`config.mk`:
```
export PLATFORM = sky130hd
export DESIGN_NAME = capreload_timer
export DESIGN_NICKNAME = d
export VERILOG_FILES = /design/src/rtl/cr_timer_pkg.sv /design/src/rtl/cr_pin_edge.sv /design/src/rtl/cr_prescaler.sv /design/src/rtl/cr_mode_fsm.sv /design/src/rtl/capreload_timer.sv
export SDC_FILE = /design/constraint.sdc
export NUM_CORES = 1
export LEC_CHECK = 0
export ABC_CLOCK_PERIOD_IN_PS = 3000
export BUFFER_PORTS_ARGS = -buffer_cell sky130_fd_sc_hd__buf_4
export CORE_MARGIN = 4
export CORE_UTILIZATION = 33
export DETAILED_ROUTE_END_ITERATION = 7
export GPL_ROUTABILITY_DRIVEN = 0
export PLACE_DENSITY = 0.53
export SYNTH_ARGS = -nofsm -noshare
export SYNTH_HDL_FRONTEND = slang
export SYNTH_SLANG_ARGS = --single-unit
```
`constraint.sdc`:
```
create_clock -name clk -period 3 [get_ports clk]
set_input_delay 0.6 -clock clk [delete_from_list [all_inputs] [get_ports clk]]
set_output_delay 0.6 -clock clk [all_outputs]
set_load 0.005 [all_outputs]
```
`src/rtl/cr_timer_pkg.sv`:
```
`timescale 1ns/1ps
package cr_timer_pkg;

    typedef enum logic [1:0] {
        S_HALT    = 2'd0,
        S_RELOAD  = 2'd1,
        S_CAPTURE = 2'd2,
        S_BAUD    = 2'd3
    } mode_e;

    typedef enum logic [2:0] {
        SEL_CNT_LO  = 3'd0,
        SEL_CNT_HI  = 3'd1,
        SEL_HOLD_LO = 3'd2,
        SEL_HOLD_HI = 3'd3,
        SEL_CTRL    = 3'd4,
        SEL_FLAGS   = 3'd5
    } reg_sel_e;

    localparam int CTL_W    = 6;
    localparam int FLG_OVF  = 0;
    localparam int FLG_TRIG = 1;

    // bit 0 run ... bit 5 trigger enable
    typedef struct packed {
        logic trig_en;
        logic rx_baud;
        logic tx_baud;
        logic capture;
        logic ext_count;
        logic run;
    } ctrl_t;

    typedef struct packed {
        logic step_en;
        logic fast_div;
        logic ovf_flags;
        logic ovf_reload;
        logic ovf_baud;
        logic trig_capture;
        logic trig_reload;
    } mode_act_t;

endpackage

```
`src/rtl/cr_pin_edge.sv`:
```
`timescale 1ns/1ps
module cr_pin_edge #(
    parameter int SYNC_STAGES = 2
) (
    input  logic clk,
    input  logic rst_n,
    input  logic pin_async,
    output logic fall_o
);

    logic [SYNC_STAGES-1:0] sync_q;
    logic                   last_q;

    // Idle-high reset so that release of reset never looks like an edge
    always_ff @(posedge clk or negedge rst_n) begin
        if (!rst_n) begin
            sync_q <= '1;
            last_q <= 1'b1;
        end else begin
            sync_q <= {sync_q[SYNC_STAGES-2:0], pin_async};
            last_q <= sync_q[SYNC_STAGES-1];
        end
    end

    assign fall_o = last_q & ~sync_q[SYNC_STAGES-1];

endmodule

```
`src/rtl/cr_prescaler.sv`:
```
`timescale 1ns/1ps
module cr_prescaler #(
    parameter int DIV_SLOW = 12,
    parameter int DIV_FAST = 2
) (
    input  logic clk,
    input  logic rst_n,
    input  logic en_i,
    input  logic fast_i,
    input  logic osc_tick_i,
    output logic step_o
);

    localparam int            PW       = $clog2(DIV_SLOW);
    localparam logic [PW-1:0] LIM_SLOW = PW'(DIV_SLOW - 1);
    localparam logic [PW-1:0] LIM_FAST = PW'(DIV_FAST - 1);

    logic [PW-1:0] ph_q;
    logic [PW-1:0] lim;
    logic          at_lim;

    assign lim    = fast_i ? LIM_FAST : LIM_SLOW;
    // >= so a switch from slow to fast with a large phase wraps at once
    assign at_lim = (ph_q >= lim);
    assign step_o = en_i & osc_tick_i & at_lim;

    always_ff @(posedge clk or negedge rst_n) begin
        if (!rst_n) begin
            ph_q <= '0;
        end else if (!en_i) begin
            ph_q <= '0;
        end else if (osc_tick_i) begin
            ph_q <= at_lim ? '0 : ph_q + PW'(1);
        end
    end

endmodule

```
`src/rtl/cr_mode_fsm.sv`:
```
`timescale 1ns/1ps
module cr_mode_fsm
    import cr_timer_pkg::*;
(
    input  logic      clk,
    input  logic      rst_n,
    input  ctrl_t     ctrl_d_i,
    output mode_e     mode_o,
    output mode_act_t act_o
);

    mode_e state_q;
    mode_e state_d;

    // Next state follows the control value being written this cycle
    always_comb begin
        if (!ctrl_d_i.run) begin
            state_d = S_HALT;
        end else if (ctrl_d_i.tx_baud | ctrl_d_i.rx_baud) begin
            state_d = S_BAUD;
        end else if (ctrl_d_i.capture) begin
            state_d = S_CAPTURE;
        end else begin
            state_d = S_RELOAD;
        end
    end

    always_ff @(posedge clk or negedge rst_n) begin
        if (!rst_n) begin
            state_q <= S_HALT;
        end else begin
            state_q <= state_d;
        end
    end

    always_comb begin
        act_o = '0;
        unique case (state_q)
            S_HALT: begin
                act_o = '0;
            end
            S_RELOAD: begin
                act_o.step_en     = 1'b1;
                act_o.ovf_flags   = 1'b1;
                act_o.ovf_reload  = 1'b1;
                act_o.trig_reload = 1'b1;
            end
            S_CAPTURE: begin
                act_o.step_en      = 1'b1;
                act_o.ovf_flags    = 1'b1;
                act_o.trig_capture = 1'b1;
            end
            S_BAUD: begin
                act_o.step_en    = 1'b1;
                act_o.fast_div   = 1'b1;
                act_o.ovf_reload = 1'b1;
                act_o.ovf_baud   = 1'b1;
            end
            default: act_o = '0;
        endcase
    end

    assign mode_o = state_q;

endmodule

```
`src/rtl/capreload_timer.sv`:
```
`timescale 1ns/1ps
module capreload_timer
    import cr_timer_pkg::*;
#(
    parameter int BYTE_W      = 8,
    parameter int DIV_NORMAL  = 12,
    parameter int DIV_BAUD    = 2,
    parameter int SYNC_STAGES = 2
) (
    input  logic                clk,
    input  logic                rst_n,
    input  logic                osc_tick,
    input  logic                cnt_pin,
    input  logic                trig_pin,
    input  logic                wr_en,
    input  logic [2:0]          wr_sel,
    input  logic [BYTE_W-1:0]   wr_data,
    output logic                ovf_flag,
    output logic                trig_flag,
    output logic                baud_tick,
    output logic [2*BYTE_W-1:0] count_val,
    output logic [2*BYTE_W-1:0] hold_val
);

    localparam int               CNT_W   = 2 * BYTE_W;
    localparam int               NPIN    = 2;
    localparam int               PIN_CNT = 0;
    localparam int               PIN_TRG = 1;
    localparam logic [CNT_W-1:0] CNT_MAX = '1;

    // ---------------- pin synchronizers ----------------
    logic [NPIN-1:0] pins_async;
    logic [NPIN-1:0] pin_fall;

    assign pins_async = {trig_pin, cnt_pin};

    for (genvar gi = 0; gi < NPIN; gi++) begin : g_pin
        cr_pin_edge #(.SYNC_STAGES(SYNC_STAGES)) u_edge (
            .clk       (clk),
            .rst_n     (rst_n),
            .pin_async (pins_async[gi]),
            .fall_o    (pin_fall[gi])
        );
    end

    // ---------------- write decode ----------------
    reg_sel_e sel;
    logic     wr_cnt_lo, wr_cnt_hi, wr_hold_lo, wr_hold_hi, wr_ctrl, wr_flags;

    assign sel        = reg_sel_e'(wr_sel);
    assign wr_cnt_lo  = wr_en && (sel == SEL_CNT_LO);
    assign wr_cnt_hi  = wr_en && (sel == SEL_CNT_HI);
    assign wr_hold_lo = wr_en && (sel == SEL_HOLD_LO);
    assign wr_hold_hi = wr_en && (sel == SEL_HOLD_HI);
    assign wr_ctrl    = wr_en && (sel == SEL_CTRL);
    assign wr_flags   = wr_en && (sel == SEL_FLAGS);

    // ---------------- control and mode ----------------
    ctrl_t     ctrl_q, ctrl_d;
    mode_e     mode_q;
    mode_act_t act;

    always_comb begin
        ctrl_d = ctrl_q;
        if (wr_ctrl) begin
            ctrl_d = ctrl_t'(wr_data[CTL_W-1:0]);
        end
    end

    always_ff @(posedge clk or negedge rst_n) begin
        if (!rst_n) begin
            ctrl_q <= '0;
        end else begin
            ctrl_q <= ctrl_d;
        end
    end

    cr_mode_fsm u_fsm (
        .clk      (clk),
        .rst_n    (rst_n),
        .ctrl_d_i (ctrl_d),
        .mode_o   (mode_q),
        .act_o    (act)
    );

    // ---------------- step source ----------------
    logic presc_step, step, ovf_evt, trig_evt, do_capture, do_trig_reload;

    cr_prescaler #(.DIV_SLOW(DIV_NORMAL), .DIV_FAST(DIV_BAUD)) u_presc (
        .clk        (clk),
        .rst_n      (rst_n),
        .en_i       (act.step_en & ~ctrl_q.ext_count),
        .fast_i     (act.fast_div),
        .osc_tick_i (osc_tick),
        .step_o     (presc_step)
    );

    logic [CNT_W-1:0] cnt_q, cnt_d, hold_q, hold_d;

    assign step           = act.step_en & (ctrl_q.ext_count ? pin_fall[PIN_CNT] : presc_step);
    assign ovf_evt        = step & (cnt_q == CNT_MAX);
    assign trig_evt       = pin_fall[PIN_TRG] & ctrl_q.trig_en;
    assign do_capture     = trig_evt & act.trig_capture;
    assign do_trig_reload = trig_evt & act.trig_reload;

    // ---------------- count and hold ----------------
    always_comb begin
        cnt_d = cnt_q;
        if (wr_cnt_lo | wr_cnt_hi) begin
            if (wr_cnt_lo) cnt_d[BYTE_W-1:0]     = wr_data;
            if (wr_cnt_hi) cnt_d[CNT_W-1:BYTE_W] = wr_data;
        end else if ((ovf_evt & act.ovf_reload) | do_trig_reload) begin
            cnt_d = hold_q;
        end else if (step) begin
            cnt_d = cnt_q + CNT_W'(1);
        end
    end

    always_comb begin
        hold_d = hold_q;
        if (wr_hold_lo | wr_hold_hi) begin
            if (wr_hold_lo) hold_d[BYTE_W-1:0]     = wr_data;
            if (wr_hold_hi) hold_d[CNT_W-1:BYTE_W] = wr_data;
        end else if (do_capture) begin
            hold_d = cnt_q;
        end
    end

    // ---------------- flags and tick ----------------
    logic ovf_q, ovf_d, trg_q, trg_d, baud_q;

    always_comb begin
        ovf_d = wr_flags ? wr_data[FLG_OVF] : ovf_q;
        if (ovf_evt & act.ovf_flags) ovf_d = 1'b1;
        trg_d = wr_flags ? wr_data[FLG_TRIG] : trg_q;
        if (do_capture | do_trig_reload) trg_d = 1'b1;
    end

    always_ff @(posedge clk or negedge rst_n) begin
        if (!rst_n) begin
            cnt_q  <= '0;
            hold_q <= '0;
            ovf_q  <= 1'b0;
            trg_q  <= 1'b0;
            baud_q <= 1'b0;
        end else begin
            cnt_q  <= cnt_d;
            hold_q <= hold_d;
            ovf_q  <= ovf_d;
            trg_q  <= trg_d;
            baud_q <= ovf_evt & act.ovf_baud;
        end
    end

    assign count_val = cnt_q;
    assign hold_val  = hold_q;
    assign ovf_flag  = ovf_q;
    assign trig_flag = trg_q;
    assign baud_tick = baud_q;

endmodule

```
==> flow_summary.toml <==
[outcome]
outcome = "finished clean"

[synthesis]
synth_edf_count = 0
synthTopCellsByCount = "dfrtp_1, nor2_1, a21oi_1, nand2_1, o21ai_0"
yosysMostFrequentCell = "dfrtp_1"
synth_top_area_cell = "dfrtp_1"
yosysWarnings = 0
synth.top_cell.area_share = 0.384
synth_area_um2 = 3060
syn_inst = 335
synth_area_leaders = "dfrtp_1, a21oi_1, dfstp_2"
seq_area_frac_synth = 0.436
synth_ff_type = "dfrtp_1"
synth_area_per_cell_um2 = 9.14
synth_nets = 359
synth_cell_types = 61
synth-async-reset-ratio = 1.00
ys_ff_latch = 53

[hold_path]
worst_hold_path_type = "in2async"

[routing]
drt_wl_total_um = 9270
vias = 2799
initialDrtViolationCount = 275
final_antenna_net_count = 0
dr.pass1.iters = 6
drc_errors = 0
wl_per_cell_um = 18.8
post_drt_via_cell_ratio = 5.68

[sta]
rsz0062_at_grt = "no"
slew_viol_final = 0
max_slew_margin = 0.242
min_period_over_period = 0.859
skew_ns = 0.00685
setup_viol = 0
fin_tns_setup_ns = 0
max_freq_mhz = 388
fin_hold_ws_ns = 0.303
worst_pin_slew_ns = 1.13
hold_violations = 0
period_minus_slack_ns = 2.58

[clock_network]
worstSkewPairLatency_ns = 0.32
h-tree-depth = 2
clk_pin_slew_ns = 0.10
cts_buffers = 5
cts_root_buffer = "clkbuf_8"
max-clock-path-buffers = 2
clock_sinks = 53
postCtsResizedCells = 0
cts_tree = "built"
hold_buffers = 0
cts_setup_buffers = 0

[die]
core_area_um2 = 8890
fp.dieH_um = 104
ioPinCount = 52
row_count = 34
dieArea_um2 = 10900
start_util = 0.344
die_x_um = 104

[global_route]
antenna_found_initial = 0
grt_pass1_wl_um = 15600
overflow = 0
globalRouteTotalUtil = 0.175
grt_max_degree = 54
grt_pass1_vias = 2736

[placement]
placed_area_um2 = 3550
port_buffers = 51
post-dp-hpwl_um = 6840

[cells_and_area]
fillers = 898
fin_nets = 408
drive_above_1_share = 0.226
area_delta_synth_final_pct = 19.8
utilization = 0.412
postLayoutCellArea_um2 = 3670
antennaDiodeCount = 0

[critical_path]
worst-path-buf-inv = 1
crit_path_max_incr_delay_ns = 0.56
endpoint_kind = "register"
slowest_stage = "a2111oi_0"
arrival_ns = 2.76
worstSetupStartpointType = "register"
critPathTopFamily = "compound AO/OA/AOI/OAI gates"
crit_type = "reg2reg"
crit_fanout = 12
crit_chain = "ha_1 > nor4bb_1 > a31oi_1 > a31oi_2 > buf_4 > a21o_2 > a2111oi_0 > a311oi_1"
worst-r2r-setup-slack_ns = 0.42
worstPathRequired_ns = 3.18

[flow_run]
max_cap_violations = 0

[power]
p_leak_nw = 1.52
ir_drop_uv = 225
cellPowerDensity_nw_per_um2 = 755
==> area by class of cell <==
class	instances	area (um2)	share of cell area
repair buffers	57	428	0.117
well taps	108	135	0.0368
multi-input cells	258	1620	0.442
flip-flops and latches	53	1330	0.364
clock inverters	3	46.3	0.0126
inverters	9	33.8	0.00921
clock buffers	5	68.8	0.0188
==> report_power, final <==
group          switching, mW  total (mW)  internal (mW)
clock                  0.255       0.505          0.250
combinational          0.465       0.992          0.527
sequential             0.328        1.27          0.942
total                   1.05        2.77           1.72
==> logic make-up after synthesis <==
family | count (synthesis) | share of synthesized area
buffers and inverters | 24 | 0.0343
muxes | 10 | 0.0352
adders and majority gates | 7 | 0.0286
DFF | 53 | 0.436
xor gates and xnor gates | 9 | 0.0258
and+or+nand+nor | 135 | 0.240
AOI/OAI and AO/OA | 97 | 0.200
==> sequential cells by signal, indices dropped and copies added, names as in the netlist <==
signal               flops
ovf_flag                 1
hold_val                16
baud_tick                1
g_pin.u_edge.last_q      2
trig_flag                1
count_val               16
u_presc.ph_q             4
ctrl_q                   6
u_fsm.mode_o             2
g_pin.u_edge.sync_q      4
==> worst paths after layout <==
kind,from,to,cells past startpoint
worst max-delay path,u_fsm.mode_o[0],count_val[8],8
worst min-delay path,rst_n,ovf_flag,1
worst max register to register,u_fsm.mode_o[0],count_val[8],8
worst min register to register,g_pin[1].u_edge.sync_q[0],g_pin[1].u_edge.sync_q[1],0
max in group asynchronous,rst_n,count_val[10],1
min in group clk,g_pin[1].u_edge.sync_q[0],g_pin[1].u_edge.sync_q[1],0
==> per-layer routing <==
layer  global-route usage  vias to the layer above  wire length, um
li1                     -                     1330                -
met1                0.256                     1353             4480
met2                0.267                       99             4220
met3               0.0261                       17              424
met4               0.0503                        0              140
met5                    0                        -                0
==> cell usage in the layout, fill, tap and decap left out, drive strengths merged, types with 4 or more instances in the layout <==
| cell type | n |
|---|---|
| inv | 9 |
| a31oi | 11 |
| nor3 | 14 |
| a211oi | 5 |
| xnor2 | 7 |
| a21oi | 36 |
| o21ai | 19 |
| dfstp | 6 |
| nand4b | 4 |
| mux2 | 6 |
| dfrtp | 47 |
| ha | 7 |
| clkbuf | 5 |
| nand3 | 10 |
| and2 | 13 |
| nor4 | 9 |
| nor2 | 40 |
| mux2i | 4 |
| nand2 | 24 |
| buf | 57 |
==> per-stage QoR <==
step           setup WS [ns]  cells  total power [mW]
3_3_place_gp           0.573    485              2.27
3_5_place_dp           0.442    485              2.28
5_1_grt                0.221    493              2.98
4_1_cts                0.429    493              2.79
2_1_floorplan          0.944    335              1.73
6_report               0.423    493              2.77
Power figures use the tool's default switching activity.
